===== src/rtl/i2c_bt_pkg.sv =====
package i2c_bt_pkg;

  typedef enum logic [1:0] {
    BT_IDLE = 2'd0,
    BT_LOW  = 2'd1,
    BT_WAIT = 2'd2,
    BT_HIGH = 2'd3
  } btState_e;

  // control -> datapath
  typedef struct packed {
    logic restart;   // clear prescaler and tick count
    logic sample;    // capture synchronised SDA
  } btCtl_t;

  // datapath -> control
  typedef struct packed {
    logic lowDone;   // last tick of the low phase
    logic highDone;  // last tick of the high phase
    logic holdHit;   // hold delay reached
  } btStat_t;

endpackage


===== src/rtl/i2c_bt_sync.sv =====
module i2c_bt_sync #(
  parameter int WIDTH  = 2,
  parameter int STAGES = 2
) (
  input  logic             clk,
  input  logic             rstN,
  input  logic [WIDTH-1:0] asyncIn,
  output logic [WIDTH-1:0] syncOut
);
  logic [WIDTH-1:0] chain [STAGES];

  always_ff @(posedge clk or negedge rstN) begin
    if (!rstN) chain[0] <= '1;
    else       chain[0] <= asyncIn;
  end

  generate
    for (genvar s = 1; s < STAGES; s++) begin : g_stage
      always_ff @(posedge clk or negedge rstN) begin
        if (!rstN) chain[s] <= '1;
        else       chain[s] <= chain[s-1];
      end
    end
  endgenerate

  assign syncOut = chain[STAGES-1];
endmodule


===== src/rtl/i2c_bt_datapath.sv =====
module i2c_bt_datapath
  import i2c_bt_pkg::*;
#(
  parameter int PRESC_W = 4,
  parameter int LOW_W   = 8,
  parameter int HIGH_W  = 8,
  parameter int DEL_W   = 4,
  localparam int CFG_W  = PRESC_W + LOW_W + HIGH_W + 2*DEL_W,
  localparam int CNT_W  = ((LOW_W > HIGH_W) ? LOW_W : HIGH_W) + 2
) (
  input  logic             clk,
  input  logic             rstN,
  input  logic             enable,
  input  logic             cfgWrite,
  input  logic [CFG_W-1:0] cfgData,
  input  logic             sdaSync,
  input  btCtl_t           ctl,
  output btStat_t          stat,
  output logic             rxBit
);
  localparam int LOW_LSB  = PRESC_W;
  localparam int HIGH_LSB = LOW_LSB + LOW_W;
  localparam int HOLD_LSB = HIGH_LSB + HIGH_W;
  localparam int SET_LSB  = HOLD_LSB + DEL_W;

  logic [CFG_W-1:0]   cfgQ;
  logic [PRESC_W-1:0] prescVal;
  logic [LOW_W-1:0]   lowVal;
  logic [HIGH_W-1:0]  highVal;
  logic [DEL_W-1:0]   holdVal;
  logic [DEL_W-1:0]   setupVal;
  logic [PRESC_W-1:0] presCnt;
  logic [CNT_W-1:0]   tickCnt;
  logic [CNT_W-1:0]   lowSpan;
  logic [CNT_W-1:0]   delSpan;
  logic [CNT_W-1:0]   lowNeed;
  logic [CNT_W-1:0]   highNeed;
  logic               tick;

  // timing word is frozen while enabled
  always_ff @(posedge clk or negedge rstN) begin
    if (!rstN)                    cfgQ <= '0;
    else if (cfgWrite && !enable) cfgQ <= cfgData;
  end

  assign prescVal = cfgQ[PRESC_W-1:0];
  assign lowVal   = cfgQ[LOW_LSB  +: LOW_W];
  assign highVal  = cfgQ[HIGH_LSB +: HIGH_W];
  assign holdVal  = cfgQ[HOLD_LSB +: DEL_W];
  assign setupVal = cfgQ[SET_LSB  +: DEL_W];

  assign lowSpan  = CNT_W'(lowVal) + CNT_W'(1);
  assign delSpan  = CNT_W'(holdVal) + CNT_W'(setupVal) + CNT_W'(1);
  assign lowNeed  = (lowSpan > delSpan) ? lowSpan : delSpan;
  assign highNeed = CNT_W'(highVal) + CNT_W'(1);

  // prescaled time base
  assign tick = (presCnt == prescVal);

  always_ff @(posedge clk or negedge rstN) begin
    if (!rstN)            presCnt <= '0;
    else if (ctl.restart) presCnt <= '0;
    else if (tick)        presCnt <= '0;
    else                  presCnt <= presCnt + PRESC_W'(1);
  end

  always_ff @(posedge clk or negedge rstN) begin
    if (!rstN)            tickCnt <= '0;
    else if (ctl.restart) tickCnt <= '0;
    else if (tick && (tickCnt != '1)) tickCnt <= tickCnt + CNT_W'(1);
  end

  assign stat.lowDone  = tick && ((tickCnt + CNT_W'(1)) >= lowNeed);
  assign stat.highDone = tick && ((tickCnt + CNT_W'(1)) >= highNeed);
  assign stat.holdHit  = (tickCnt == CNT_W'(holdVal));

  always_ff @(posedge clk or negedge rstN) begin
    if (!rstN)           rxBit <= 1'b1;
    else if (ctl.sample) rxBit <= sdaSync;
  end

  p_presc_bound_r2: assert property (@(posedge clk) disable iff (!rstN)
    presCnt <= prescVal);

  p_cfg_frozen_r9: assert property (@(posedge clk) disable iff (!rstN)
    $past(enable) |-> $stable(cfgQ));

endmodule


===== src/rtl/i2c_bt_ctrl.sv =====
module i2c_bt_ctrl
  import i2c_bt_pkg::*;
(
  input  logic    clk,
  input  logic    rstN,
  input  logic    enable,
  input  logic    run,
  input  logic    sclSync,
  input  btStat_t stat,
  output btCtl_t  ctl,
  output logic    sclDriveLow,
  output logic    sdaChangeStb,
  output logic    sampleStb,
  output logic    bitDoneStb
);
  btState_e state, nextState;
  logic     sdaDone;

  always_comb begin
    nextState = state;
    unique case (state)
      BT_IDLE: if (run)           nextState = BT_LOW;
      BT_LOW:  if (stat.lowDone)  nextState = BT_WAIT;
      BT_WAIT: if (sclSync)       nextState = BT_HIGH;
      BT_HIGH: if (stat.highDone) nextState = run ? BT_LOW : BT_IDLE;
      default:                    nextState = BT_IDLE;
    endcase
    if (!enable) nextState = BT_IDLE;
  end

  always_ff @(posedge clk or negedge rstN) begin
    if (!rstN) state <= BT_IDLE;
    else       state <= nextState;
  end

  assign sclDriveLow  = (state == BT_LOW);
  assign sdaChangeStb = (state == BT_LOW) && !sdaDone && stat.holdHit && enable;
  assign sampleStb    = (state == BT_WAIT) && sclSync && enable;
  assign bitDoneStb   = (state == BT_HIGH) && stat.highDone && enable;

  always_ff @(posedge clk or negedge rstN) begin
    if (!rstN)                 sdaDone <= 1'b0;
    else if (state != BT_LOW)  sdaDone <= 1'b0;
    else if (sdaChangeStb)     sdaDone <= 1'b1;
  end

  assign ctl.restart = (nextState != state) || (state == BT_IDLE) || (state == BT_WAIT);
  assign ctl.sample  = sampleStb;

  p_disable_release_r10: assert property (@(posedge clk) disable iff (!rstN)
    !enable |=> !sclDriveLow);

  p_sda_before_release_r5: assert property (@(posedge clk) disable iff (!rstN)
    (state == BT_LOW && nextState == BT_WAIT) |-> (sdaDone || sdaChangeStb));

  p_strobe_excl_r11: assert property (@(posedge clk) disable iff (!rstN)
    $onehot0({sdaChangeStb, sampleStb, bitDoneStb}));

  p_idle_quiet_r1: assert property (@(posedge clk) disable iff (!rstN)
    (state == BT_IDLE) |-> !(sclDriveLow || sampleStb || bitDoneStb));

endmodule


===== src/rtl/i2c_bit_timer.sv =====
module i2c_bit_timer
  import i2c_bt_pkg::*;
#(
  parameter int PRESC_W   = 4,
  parameter int LOW_W     = 8,
  parameter int HIGH_W    = 8,
  parameter int DEL_W     = 4,
  parameter int SYNC_DEPTH = 2,
  localparam int CFG_W    = PRESC_W + LOW_W + HIGH_W + 2*DEL_W
) (
  input  logic             clk,
  input  logic             rstN,
  input  logic             enable,
  input  logic             cfgWrite,
  input  logic [CFG_W-1:0] cfgData,
  input  logic             run,
  input  logic             sclIn,
  input  logic             sdaIn,
  output logic             sclDriveLow,
  output logic             sdaChangeStb,
  output logic             sampleStb,
  output logic             bitDoneStb,
  output logic             rxBit
);
  btCtl_t     ctl;
  btStat_t    stat;
  logic [1:0] busSync;

  i2c_bt_sync #(.WIDTH(2), .STAGES(SYNC_DEPTH)) i_sync (
    .clk     (clk),
    .rstN    (rstN),
    .asyncIn ({sclIn, sdaIn}),
    .syncOut (busSync)
  );

  i2c_bt_datapath #(
    .PRESC_W(PRESC_W), .LOW_W(LOW_W), .HIGH_W(HIGH_W), .DEL_W(DEL_W)
  ) i_dp (
    .clk      (clk),
    .rstN     (rstN),
    .enable   (enable),
    .cfgWrite (cfgWrite),
    .cfgData  (cfgData),
    .sdaSync  (busSync[0]),
    .ctl      (ctl),
    .stat     (stat),
    .rxBit    (rxBit)
  );

  i2c_bt_ctrl i_ctrl (
    .clk          (clk),
    .rstN         (rstN),
    .enable       (enable),
    .run          (run),
    .sclSync      (busSync[1]),
    .stat         (stat),
    .ctl          (ctl),
    .sclDriveLow  (sclDriveLow),
    .sdaChangeStb (sdaChangeStb),
    .sampleStb    (sampleStb),
    .bitDoneStb   (bitDoneStb)
  );
endmodule


===== config.mk =====
export PLATFORM = sky130hd
export DESIGN_NAME = i2c_bit_timer
export DESIGN_NICKNAME = d
export VERILOG_FILES = /design/src/rtl/i2c_bt_pkg.sv /design/src/rtl/i2c_bt_sync.sv /design/src/rtl/i2c_bt_datapath.sv /design/src/rtl/i2c_bt_ctrl.sv /design/src/rtl/i2c_bit_timer.sv
export SDC_FILE = /design/constraint.sdc
export NUM_CORES = 1
export LEC_CHECK = 0
export ABC_AREA = 1
export ABC_CLOCK_PERIOD_IN_PS = 4600
export BUFFER_PORTS_ARGS = -buffer_cell sky130_fd_sc_hd__buf_2
export CAP_MARGIN = 5
export CORE_ASPECT_RATIO = 1.5
export CORE_MARGIN = 2
export CORE_UTILIZATION = 50
export DETAILED_ROUTE_END_ITERATION = 8
export GPL_TIMING_DRIVEN = 0
export PLACE_DENSITY = 0.67
export SYNTH_ARGS = -nofsm -noshare
export SYNTH_HDL_FRONTEND = slang
export SYNTH_SLANG_ARGS = --single-unit

===== constraint.sdc =====
create_clock -name clk -period 4.6 [get_ports clk]
set_input_delay 0.69 -clock clk [delete_from_list [all_inputs] [get_ports clk]]
set_output_delay 0.69 -clock clk [all_outputs]
set_load 0.005 [all_outputs]

Word level (Yosys, flattened, before mapping). Index checks and enable logic that the tools add are counted. Widths: inputs -> output; s select.

Bits of input ports: 35. Output and inout port bits: 5. Register bits after elaboration: 50.

Eq/ne operators: 8. Mux-type cells: 14. Add/sub/neg operators: 6. $lt $le $gt $ge: 3. Reductions and logical operators: 18.

Operator list (count): $mux 10 (3); $add 10x1->10 const B (2); $ge 10x10->1 (2); $add 8x1->9 const B (2); $logic_and 1x1->1 (11); $eq 10x4->1 (1); $gt 10x10->1 (1); $mux 2 (5); $ne 10x10->1 const B (1); $mux 4 (2); $pmux 2 s4 (1); $add 4x4->5 (1); $add 4x1->4 const B (1); $eq 2x2->1 const B (2); $eq 4x4->1 (1); $reduce_bool 2->1 (2); $mux 1 (3); $eq 2x1->1 const B (1); $logic_not 1->1 (2); $logic_not 2->1 (1); $logic_or 1x1->1 (2); $ne 2x1->1 const B (1); $ne 2x2->1 (1).

Logic depth before layout (Yosys ltp).
Depth after elaboration: 13. Mapped depth: 34.

By module. Synthesis repeated with hierarchy kept, for this count alone.

Cells, all modules: 409. Area total of the unflattened synthesis: 3418.3 µm².

By module, submodules not included: i2c_bt_datapath (times used 1, sequential area each 1077.3 µm², area each 3084.2 µm², cells an instance 371); i2c_bt_ctrl (times used 1, sequential area each 75.1 µm², area each 214.0 µm², cells an instance 32); i2c_bt_sync (times used 1, sequential area each 105.1 µm², area each 120.1 µm², cells an instance 6).

Worst setup path before layout. OpenSTA, ideal clock, no wires.

Path kind: register -> register. Start point: reg i_dp.cfgQ[20]. End point: reg i_dp.tickCnt[1]. Data arrival time: 3889 ps. Cell stages (with the launch flop): 31. Period minus slack after synthesis: 3969 ps. Path slack: 631 ps. Library setup time: 80 ps. Cell sequence: dfrtp_1 ha_1 fa_1 xor2_1 nand3_1 xnor2_1 ha_1 nand2_1 inv_1 o21ai_0 o2111ai_1 o21ai_0 nand4_1 inv_1 buf_2 o21ai_0 ha_1 nand2_1 inv_1 a21oi_1 nand2_1 nand2_1 nand2_1 nand2_1 nand2_1 nand2_1 nand2_1 nand3_2 nand2_4 buf_6 nor3_2.

Longest elaborated chain between the ends: 13. Elaborated cells on any way between the ends: 14. Those cells by class: 2 x add/sub; 2 x order compare; 1 x eq/ne; 5 x mux; 4 x reduce/logical.

Ends and longest elaborated chain: start, declared (RTL line i2c_bt_datapath.sv:26) `logic [CFG_W-1:0] cfgQ;`; start signal, assigned (RTL line i2c_bt_datapath.sv:43) `else if (cfgWrite && !enable) cfgQ <= cfgData;`; $add 4x4->5 (*) (RTL line i2c_bt_datapath.sv:53) `assign delSpan = CNT_W'(holdVal) + CNT_W'(setupVal) + CNT_W'(1);`; $add 10x1->10 (*) (RTL line i2c_bt_datapath.sv:53); $gt 10x10->1 (RTL line i2c_bt_datapath.sv:54) `assign lowNeed = (lowSpan > delSpan) ? lowSpan : delSpan;`; $mux 10 (*) (RTL line i2c_bt_datapath.sv:54); $ge 10x10->1 (*) (RTL line i2c_bt_datapath.sv:73) `assign stat.lowDone = tick && ((tickCnt + CNT_W'(1)) >= lowNeed);`; $logic_and 1x1->1 (*) (RTL line i2c_bt_datapath.sv:73); $mux 2 (*) (RTL line i2c_bt_ctrl.sv:23) `BT_LOW: if (stat.lowDone) nextState = BT_WAIT;`; $pmux 2 s4 (*) (RTL line i2c_bt_ctrl.sv:21) `unique case (state)`; $mux 2 (*) (RTL line i2c_bt_ctrl.sv:28) `if (!enable) nextState = BT_IDLE;`; $ne 2x2->1 (*) (RTL line i2c_bt_ctrl.sv:47) `assign ctl.restart = (nextState != state) || (state == BT_IDLE) || (state == BT_WAIT);`; $logic_or 1x1->1 (*) (2 in a row) (RTL line i2c_bt_ctrl.sv:47); $mux 10 / $reduce_bool 2->1 (equally long branches); end signal, assigned (RTL line i2c_bt_datapath.sv:70) `else if (tick && (tickCnt != '1)) tickCnt <= tickCnt + CNT_W'(1);`; end, declared (RTL line i2c_bt_datapath.sv:33) `logic [CNT_W-1:0] tickCnt;`.

Mark *: on every way between the ends. The rest lies on a longest branch, timed or not. A chain may end at the register's enable or synchronous reset.

Final worst setup path.
Start point: reg i_dp.cfgQ[24]. End point: reg i_dp.presCnt[3].

Longest elaborated chain between the ends: 13.

Ends and longest elaborated chain: $add 4x4->5 (*) (RTL line i2c_bt_datapath.sv:53); $add 10x1->10 (*) (RTL line i2c_bt_datapath.sv:53); $gt 10x10->1 (RTL line i2c_bt_datapath.sv:54); $mux 10 (*) (RTL line i2c_bt_datapath.sv:54); $ge 10x10->1 (*) (RTL line i2c_bt_datapath.sv:73); $logic_and 1x1->1 (*) (RTL line i2c_bt_datapath.sv:73); $mux 2 (*) (RTL line i2c_bt_ctrl.sv:23); $pmux 2 s4 (*) (RTL line i2c_bt_ctrl.sv:21); $mux 2 (*) (RTL line i2c_bt_ctrl.sv:28); $ne 2x2->1 (*) (RTL line i2c_bt_ctrl.sv:47); $logic_or 1x1->1 (*) (2 in a row) (RTL line i2c_bt_ctrl.sv:47); $mux 4 (*) (RTL line i2c_bt_datapath.sv:62) `else if (ctl.restart) presCnt <= '0;`; end signal, assigned (RTL line i2c_bt_datapath.sv:64) `else presCnt <= presCnt + PRESC_W'(1);`; end, declared (RTL line i2c_bt_datapath.sv:32) `logic [PRESC_W-1:0] presCnt;`.

Marked as above.

==> out/summary.txt <==
Number of instances in the placed design: 503
Via count: 2698
First-pass GRT wire length: 12160 um
Number of primary I/O pins: 40
Post-detailed-placement half-perimeter wirelength: 5421 um
Final critical-path share of the clock period: 94.95%
Crit path DAT: 4.60 ns
Rows: 37
Most used routing layer: met2
Post-Synthesis Net Count: 455
Fraction of registers with async set/reset: 100.0%
Required time of the worst setup path: 4.83 ns
Max IR drop VDD: 0.2435 mV
Commonest non-fill, non-tap cell in the layout: sky130_fd_sc_hd__nand2_1
Number of global-route vias before repair: 2904
Share of cells above drive strength 1: 30.37%
Peak per-stage delay on the critical path: 0.57 ns
Setup crit end kind: flop
Number of distinct library cells after synthesis: 38
Grt met2 use: 37.90%
Width of the die: 71.60 um
Final Core Density: 59.68%
Initial DRC Count: 92
Pins Over Slew Limit: 0
Worst hold start: i_sync.chain[2]
Post-layout min period: 4.368 ns
Min setup slack post-route: 0.2324 ns
Syn Std Cell Area: 3427 um2
CTS tree: yes
Clock Latency Late Sink: 0.32 ns
Pin count of the biggest net entering global routing: 51
Critical register-to-register path startpoint: i_dp.cfgQ[24]
Worst Tran Pin Value: 1.115 ns
Pre-CTS setup slack: 0.06162 ns
Total Nets Final: 506
Met1 Track Usage GR: 22.09%
Leakage power summed over all cells: 2.019 nW
Area of the die: 7546 um2
Number of standard cells after synthesis: 386
Final routed wire length divided by cell count: 14.04 um
Post-Synthesis Mean Instance Area: 8.878 um2
Critical setup path kind: reg -> reg
Launching element type of the critical path: flop
First-pass iteration count of the detailed router: 4
Register bit total from synthesis: 50
Number of buffers added on ports: 39
Met3 GRT Util: 3.728%
Dominant synthesized flop cell: sky130_fd_sc_hd__dfrtp_1
Synthesis-to-layout area growth: 17.71%
Number of remaining DRC errors: 0
Most used cells in the layout excluding fill and tap cells: sky130_fd_sc_hd__nand2_1, sky130_fd_sc_hd__inv_1, sky130_fd_sc_hd__dfrtp_1, sky130_fd_sc_hd__buf_2, sky130_fd_sc_hd__ha_1
Number of enable flip-flop cells after synthesis: 0
GP Congestion: 0.8572
P per Cell Area: 329.4 nW/um2
Antenna violations before repair: 0
H-tree depth reported by CTS: 2
Critical Path Source: i_dp.cfgQ[24]
Max Buffers Root-to-Sink: 2
Outcome: completed
Worst max-slew margin expressed relative to the limit: 25.66%
Worst Skew: 0.01462 ns
Yosys warns: 0
Total track usage: 20.42%
Via count normalized by instance count: 5.229
Total of endpoints with negative setup slack in the final report: 0
Cell Count, Final, Fillers Out: 516
Antenna viol nets, final: 0
Max Fanout on Critical Path: 7
Type of the tightest min-delay check: reg -> reg
Number of antenna diodes: 0
Library cell appearing most often on the critical path: sky130_fd_sc_hd__nand2_1
Floorplan core area: 6759 um2
Total CTS buffers: 5
Seq/Total Area, Yosys: 36.69%
Clk slew on worst S/H paths: 0.11 ns
Height of the chip: 105.4 um
Remaining global-route overflow: 0
Root cell of the clock tree: sky130_fd_sc_hd__clkbuf_8
Number of hold buffers added after CTS: 0
Initial Util: 50.70%
Max Fclk: 0.2290 GHz
Total Routed Length: 7243 um
Clk sink count: 50
Maximum Capacitance Violations: 0
Final Hold Viols: 0
Max stage delay cell, worst path: sky130_fd_sc_hd__fa_2
## worst paths after layout
| check | end | slack (ns) | depth (start not counted) |
|---|---|---|---|
| min in group asynchronous | i_dp.cfgQ[24] | 0.58 | 1 |
| max reg2reg | i_dp.presCnt[3] | 0.23 | 31 |
| min | i_sync.syncOut[0] | 0.36 | 0 |
| max | i_dp.presCnt[3] | 0.23 | 31 |
| min reg2reg | i_sync.syncOut[0] | 0.36 | 0 |
| max in group asynchronous | i_dp.tickCnt[9] | 3.33 | 1 |
## power by group
part	switching [mW]	leakage [nW]	internal (mW)	total (mW)
combinational	0.268	1.35	0.225	0.493
clock	0.156	0.0585	0.163	0.320
sequential	0.0370	0.612	0.479	0.516
## kinds of logic (layout without fill, tap and decap cells)
logic type      after synthesis  in the layout  share of synthesized area (%)
mux                          26             26                          8.470
compound gates               39             39                          6.280
fa+ha+maj                    34             34                          12.63
flops                        50             50                          36.69
xor+xnor                     28             28                          7.156
simple gates                153            153                          22.05
buf+inv                      56            108                          6.717
## metal layers
metal | up-vias | routed length, um | share of wire, %
li1 | 1360 | - | -
met1 | 1279 | 2807 | 39
met2 | 39 | 4037 | 56
met3 | 20 | 196 | 2.7
met4 | 0 | 201 | 2.8
met5 | - | 0 | 0
## cell type report
type	count	area, um2
Buffer	7	61.31
Tap cell	78	97.59
Clock buffer	5	68.82
Inverter	49	183.9
Timing Repair Buffer	44	250.2
Fill cell	594	2725
Sequential cell	50	1257
Multi-Input combinational cell	280	2071
Clock inverter	3	43.79
## registers in the layout (all words and copies together) (netlist names)
register	flops
i_dp.cfgQ	28
i_dp.tickCnt	10
i_dp.presCnt	4
i_ctrl.state	2
i_sync.chain	2
i_sync.syncOut	2
i_ctrl.sdaDone	1
i_dp.rxBit	1
## Yosys cell counts (2+ instances only)
cell | instances | share of area [%]
sky130_fd_sc_hd__dfstp_2 | 5 | 3.8
sky130_fd_sc_hd__nor3_2 | 10 | 2.9
sky130_fd_sc_hd__nand3b_1 | 4 | 0.88
sky130_fd_sc_hd__ha_1 | 33 | 12
sky130_fd_sc_hd__a21oi_1 | 20 | 2.9
sky130_fd_sc_hd__nor2_1 | 23 | 2.5
sky130_fd_sc_hd__or2_2 | 2 | 0.37
sky130_fd_sc_hd__dfrtp_1 | 45 | 33
sky130_fd_sc_hd__mux2_2 | 24 | 7.9
sky130_fd_sc_hd__mux2i_1 | 2 | 0.58
sky130_fd_sc_hd__nand4_1 | 2 | 0.37
sky130_fd_sc_hd__buf_1 | 2 | 0.22
sky130_fd_sc_hd__xor2_1 | 23 | 5.9
sky130_fd_sc_hd__nor2_4 | 2 | 0.66
sky130_fd_sc_hd__buf_6 | 2 | 0.66
sky130_fd_sc_hd__inv_1 | 48 | 5.3
sky130_fd_sc_hd__nor4_1 | 3 | 0.55
sky130_fd_sc_hd__o21bai_1 | 4 | 0.88
sky130_fd_sc_hd__nand3_2 | 4 | 1.2
sky130_fd_sc_hd__nand3_1 | 15 | 2.2
sky130_fd_sc_hd__xnor2_1 | 5 | 1.3
sky130_fd_sc_hd__o21ai_0 | 11 | 1.6
sky130_fd_sc_hd__nand2_1 | 78 | 8.5
sky130_fd_sc_hd__nor3_1 | 4 | 0.58
sky130_fd_sc_hd__nand2_2 | 2 | 0.37
## what timing repair did
item | CTS | global route
buffers inserted | 0 | 3
endpoints found under the setup margin | 0 | 16
gates resized for setup | 0 | 40
## worst max-delay path: cells and delay by family, from the launching register on
| kind | cells | cell delay [ns] |
|---|---|---|
| AO/OA/AOI/OAI | 3 | 0.53 |
| adder cells (fa/ha/maj) | 4 | 1.33 |
| buffers and inverters | 5 | 0.58 |
| flip-flops | 1 | 0.43 |
| AND/OR/NAND/NOR | 19 | 1.40 |
## stage by stage
| stage | hold slack, ns | total power [mW] | TNS (ns) | area [um2] |
|---|---|---|---|---|
| 6_report | 0.3599 | 1.329 | 0 | 4034 |
| 3_5_place_dp | 0.3482 | 0.9080 | 0 | 3720 |
| 4_1_cts | 0.3627 | 1.235 | 0 | 3832 |
| 2_1_floorplan | 0.3452 | 0.8053 | 0 | 3427 |
| 3_3_place_gp | 0.3473 | 0.8888 | 0 | 3720 |
| 5_1_grt | 0.3632 | 1.427 | -0.2589 | 4034 |
No activity file was read; power rests on OpenSTA's default activity.
